`config.mk`:
```
export PLATFORM = sky130hd
export DESIGN_NAME = vbs_cal_seq
export DESIGN_NICKNAME = d
export VERILOG_FILES = /design/src/rtl/vbs_pkg.sv /design/src/rtl/vbs_sc_front.sv /design/src/rtl/vbs_line_ctr.sv /design/src/rtl/vbs_strobe_dec.sv /design/src/rtl/vbs_cal_seq.sv
export SDC_FILE = /design/constraint.sdc
export NUM_CORES = 1
export LEC_CHECK = 0
export ABC_AREA = 1
export BUFFER_PORTS_ARGS = -buffer_cell sky130_fd_sc_hd__buf_2
export CAP_MARGIN = 20
export CORE_UTILIZATION = 45
export DETAILED_ROUTE_END_ITERATION = 7
export PLACE_DENSITY = 0.69
export SLEW_MARGIN = 0
export SYNTH_ARGS = -nofsm -noshare
export SYNTH_HDL_FRONTEND = slang
export SYNTH_SLANG_ARGS = --single-unit
```
`constraint.sdc`:
```
create_clock -name clk -period 2 [get_ports clk]
set_clock_uncertainty 0.2 [all_clocks]
set_input_delay 0.3 -clock clk [delete_from_list [all_inputs] [get_ports clk]]
set_output_delay 0.3 -clock clk [all_outputs]
set_load 0.02 [all_outputs]
```
`src/rtl/vbs_pkg.sv`:
```
package vbs_pkg;

    // Sandcastle flags after level slicing
    typedef struct packed {
        logic blank;
        logic burst;
        logic retr;
    } sc_flags_t;

    // Calibration strobe positions (order is the line order of the test sequence)
    localparam int STB_DRV_G  = 0;
    localparam int STB_DRV_R  = 1;
    localparam int STB_DRV_B  = 2;
    localparam int STB_LEAK   = 3;
    localparam int STB_CUT_G  = 4;
    localparam int STB_CUT_R  = 5;
    localparam int STB_CUT_B  = 6;
    localparam int NUM_STB    = 7;
    localparam int NUM_DRIVE  = 3;

    function automatic int cnt_width(input int max_val);
        return $clog2(max_val + 1);
    endfunction

endpackage

```
`src/rtl/vbs_sc_front.sv`:
```
module vbs_sc_front
    import vbs_pkg::*;
(
    input  logic      clk,
    input  logic      rst,
    input  sc_flags_t sc,
    output logic      line_tick,
    output logic      hpulse_q,
    output logic      clamp_q
);
    logic retr_d;

    always_ff @(posedge clk) begin
        if (rst) begin
            retr_d   <= 1'b0;
            hpulse_q <= 1'b0;
            clamp_q  <= 1'b0;
        end else begin
            retr_d   <= sc.retr;
            hpulse_q <= sc.retr;
            clamp_q  <= sc.burst;
        end
    end

    // Start of a new line: retrace flag rising
    assign line_tick = sc.retr & ~retr_d;

endmodule

```
`src/rtl/vbs_line_ctr.sv`:
```
module vbs_line_ctr #(
    parameter int VERT_LEN  = 23,
    parameter int MIN_LINES = 11,
    parameter int LINE_W    = 5
) (
    input  logic              clk,
    input  logic              rst,
    input  logic              line_tick,
    input  logic              blk,
    output logic [LINE_W-1:0] vcnt,
    output logic              err
);
    localparam logic [LINE_W-1:0] LAST_LINE = LINE_W'(VERT_LEN);
    localparam logic [LINE_W-1:0] MIN_LINE  = LINE_W'(MIN_LINES);

    // High while blanking has been held since the last line boundary
    logic blk_run;
    logic in_guard;

    assign in_guard = (vcnt != '0) && (vcnt <= MIN_LINE);

    always_ff @(posedge clk) begin
        if (rst) begin
            vcnt    <= '0;
            blk_run <= 1'b0;
            err     <= 1'b0;
        end else begin
            if (line_tick) begin
                blk_run <= blk;
                if (vcnt == '0) begin
                    if (blk_run && blk) begin
                        vcnt <= LINE_W'(1);
                        err  <= 1'b0;
                    end
                end else if (vcnt == LAST_LINE) begin
                    vcnt <= '0;
                end else begin
                    vcnt <= vcnt + LINE_W'(1);
                end
            end else if (!blk) begin
                blk_run <= 1'b0;
            end
            if (!line_tick && !blk && in_guard) begin
                err <= 1'b1;
            end
        end
    end

endmodule

```
`src/rtl/vbs_strobe_dec.sv`:
```
module vbs_strobe_dec
    import vbs_pkg::*;
#(
    parameter int CAL_START = 17,
    parameter int LINE_W    = 5
) (
    input  logic               clk,
    input  logic               rst,
    input  logic [LINE_W-1:0]  vcnt,
    input  logic               retr,
    input  logic               blk,
    input  logic               err,
    output logic [NUM_STB-1:0] strobe_q,
    output logic               rsw_q,
    output logic               blank_q
);
    localparam logic [LINE_W-1:0] RSW_LO = LINE_W'(CAL_START);
    localparam logic [LINE_W-1:0] RSW_HI = LINE_W'(CAL_START + NUM_DRIVE - 1);

    logic [NUM_STB-1:0] strobe_d;
    logic               rsw_d;

    for (genvar gi = 0; gi < NUM_STB; gi++) begin : g_stb
        localparam logic [LINE_W-1:0] MY_LINE = LINE_W'(CAL_START + gi);
        assign strobe_d[gi] = (vcnt == MY_LINE) & ~retr & ~err;
    end

    assign rsw_d = (vcnt >= RSW_LO) && (vcnt <= RSW_HI) && !err;

    always_ff @(posedge clk) begin
        if (rst) begin
            strobe_q <= '0;
            rsw_q    <= 1'b0;
            blank_q  <= 1'b0;
        end else begin
            strobe_q <= strobe_d;
            rsw_q    <= rsw_d;
            blank_q  <= blk | (vcnt != '0);
        end
    end

endmodule

```
`src/rtl/vbs_cal_seq.sv`:
```
module vbs_cal_seq
    import vbs_pkg::*;
#(
    parameter int VERT_LEN  = 23,
    parameter int CAL_START = 17,
    parameter int MIN_LINES = 11
) (
    input  logic               clk,
    input  logic               rst,
    input  logic               sc_blank,
    input  logic               sc_burst,
    input  logic               sc_retrace,
    output logic               hpulse,
    output logic               clamp,
    output logic               blank_out,
    output logic [NUM_STB-1:0] cal_strobe,
    output logic               rsw_gnd,
    output logic               short_err
);
    localparam int LINE_W = cnt_width(VERT_LEN);

    sc_flags_t         sc;
    logic              line_tick;
    logic [LINE_W-1:0] vcnt;

    assign sc = '{blank: sc_blank, burst: sc_burst, retr: sc_retrace};

    vbs_sc_front u_front (
        .clk       (clk),
        .rst       (rst),
        .sc        (sc),
        .line_tick (line_tick),
        .hpulse_q  (hpulse),
        .clamp_q   (clamp)
    );

    vbs_line_ctr #(
        .VERT_LEN  (VERT_LEN),
        .MIN_LINES (MIN_LINES),
        .LINE_W    (LINE_W)
    ) u_ctr (
        .clk       (clk),
        .rst       (rst),
        .line_tick (line_tick),
        .blk       (sc.blank),
        .vcnt      (vcnt),
        .err       (short_err)
    );

    vbs_strobe_dec #(
        .CAL_START (CAL_START),
        .LINE_W    (LINE_W)
    ) u_dec (
        .clk      (clk),
        .rst      (rst),
        .vcnt     (vcnt),
        .retr     (sc.retr),
        .blk      (sc.blank),
        .err      (short_err),
        .strobe_q (cal_strobe),
        .rsw_q    (rsw_gnd),
        .blank_q  (blank_out)
    );

endmodule

```
==> run metrics <==
outcome finished, final reports clean; antenna viol nets, final 0; #FFs+latches synth 18; Ant. Diodes 0; row count 15; most common cell after layout, fill and taps aside nand2_1; top cell type's share of synthesized area 43.1%; TritonCTS clock tree built; clk sinks 18; HPWL Detailed 1270 um; Period Utilization, post-route 77.6%; grt total ovfl 0; initial core utilization 48.4%; largest net degree at the start of global routing 11; Synth Instances 109; Final nets 140; Final Hold Fails 0; vias in the first global route 645; fraction of layout cells with a size suffix above 1 31.5%; endpoints failing setup 0; Max transition margin 80.8%; HP Class in -> reg; DR vias/cell 4.72; syn nets 118; Cell Area, Synth 836 sq um; fin. max-slew vios 0; Worst Setup EP u_ctr.vcnt[4]; Area contributors post-synth dfxtp_1 43%, nand2_1 12%, ha_1 6.0%; Wirelength per Cell 10.2 um; most frequent cells in the layout 26 x nand2_1, 18 x dfxtp_1, 16 x buf_2; fill cell count 188; Max Freq 644 MHz; PortBufs 16; total CTS buffers 3; YS warnings 0; Leak 0.498 nW; GR Util All Layers 18.8%; initial antenna violation count 0; CP Data Required Time 2.00 ns; r2r setup slk 0.45 ns; Die ar. 2030 sq um; startpoint types flop; postcts setup bufs 0; drt first pass iters 4; PwrDens 644 nW/um^2; clk root buf clkbuf_4; Max clock buf depth 2; DR iter-0 viols 23; RSZ-0062 raised after global routing no; Max H-tree Level 1; crit path capture type flop; Critical path origin u_ctr.vcnt[0]; clk slew on worst S/H paths 0.10 ns; Hold Path Origin sc_retrace; Final Critical Period 1.55 ns; Vias 732; Pwr Total 640 uW; Clk Latency, worst-skew pair 0.29 ns; maxcap violations 0; gp weighted congestion 0.878; WS Path Type reg -> reg; first-pass GRT wire length 2650 um; Post-Route WL 1580 um; Cell variety after synth 21; Core ar. 1730 sq um; worst-case reg-to-reg path depth 10; die width 45.1 um; largest fanout on the critical path 5; post-synth top area cell dfxtp_1; worst vdd ir 0.306 mV; Setup TNS 0 ns; Die Y-Extent 45.1 um; Register Area 360 sq um; reg2reg end u_ctr.vcnt[4]; area grow syn2layout 18.9%; Mapped Avg Cell Area 7.67 sq um; r2r startpoint u_ctr.vcnt[0]; I/O pin cnt 17; part of the Yosys area used for sequential elements 43.1%; Worst Path Arrival 1.55 ns; area of the multi-input gates 419 sq um; measured slew at the worst slew-check pin 0.287 ns; DRC Markers 0
## cells by family after synthesis
| logic type | Yosys count | synth area share [%] |
|---|---|---|
| buf+inv | 15 | 6.74 |
| simple gates | 67 | 40.4 |
| flops | 18 | 43.1 |
| fa+ha+maj | 4 | 5.99 |
| compound gates | 5 | 3.74 |
## worst max-delay path, stage by stage, from the launching register on
cell,delay [ns]
dfxtp_1,0.40
inv_1,0.11
ha_1,0.20
inv_1,0.08
nor2_2,0.06
nand3_2,0.10
nand2_2,0.09
nand2_2,0.08
nand2_1,0.05
nand2_1,0.06
inv_1,0.03
## per-layer routing
layer / vias to the layer above / GRT usage, % / routed length (um)
met5: - / 0 / 0
met4: 0 / 10.9 / 37
met3: 5 / 3.60 / 52
met2: 20 / 28.7 / 721
met1: 316 / 24.4 / 766
li1: 391 / - / -
## flip-flops by register name (all words and copies together), names as in the netlist
name	count
u_ctr.vcnt	5
u_dec.strobe_q	7
u_dec.rsw_q	1
u_front.retr_d	1
u_ctr.err	1
u_front.clamp_q	1
u_ctr.blk_run	1
u_dec.blank_q	1
## synthesized netlist by cell type, drive strengths merged
cell type / number
nand2: 29
nor2: 19
dfxtp: 18
inv: 15
nand3: 9
nor3: 6
ha: 4
a21oi: 2
nand4: 2
o21ai: 2
nor4: 1
o211ai: 1
or2: 1
## where the power goes
part | internal [mW] | switching (mW)
combinational | 0.0183 | 0.0349
clock | 0.111 | 0.109
sequential | 0.364 | 0.00310
total | 0.493 | 0.147
## worst min path at each step
stage	end	slack [ns]	cells after the start
finish	u_front.retr_d	0.06	3
global route	u_front.retr_d	0.06	3
CTS	u_front.clamp_q	0.002	3
detailed placement	u_ctr.blk_run	0.27	2
global placement	u_ctr.blk_run	0.25	2
floorplan	u_ctr.vcnt[1]	0.17	1
## through the flow
step / worst slack (ns) / std cells / instance area, sq um / hold slack, ns / utilization (%)
2_1_floorplan: 0.581 / 109 / 836 / 0.169 / -
3_3_place_gp: 0.496 / 150 / 947 / 0.253 / 54.9
3_5_place_dp: 0.462 / 150 / 947 / 0.269 / 54.9
4_1_cts: 0.449 / 154 / 983 / 0.00248 / 57.0
5_1_grt: 0.313 / 155 / 993 / 0.0629 / 57.5
6_report: 0.448 / 155 / 993 / 0.0577 / 57.5
## what timing repair did
item	4_1_cts	5_1_grt
hold buffers	0	1
hold endpoints to repair	0	1
resized for setup	0	0
## area by class of cell
type                       count  share of cell area (%)
sequential                    18                    36.3
inverter                      15                    5.67
timing repair buffer          17                    9.07
multi-input combinational     76                    42.2
tap                           25                    3.15
clock buffer                   4                    3.65
Note: power is estimated with default switching activity, not from simulation.
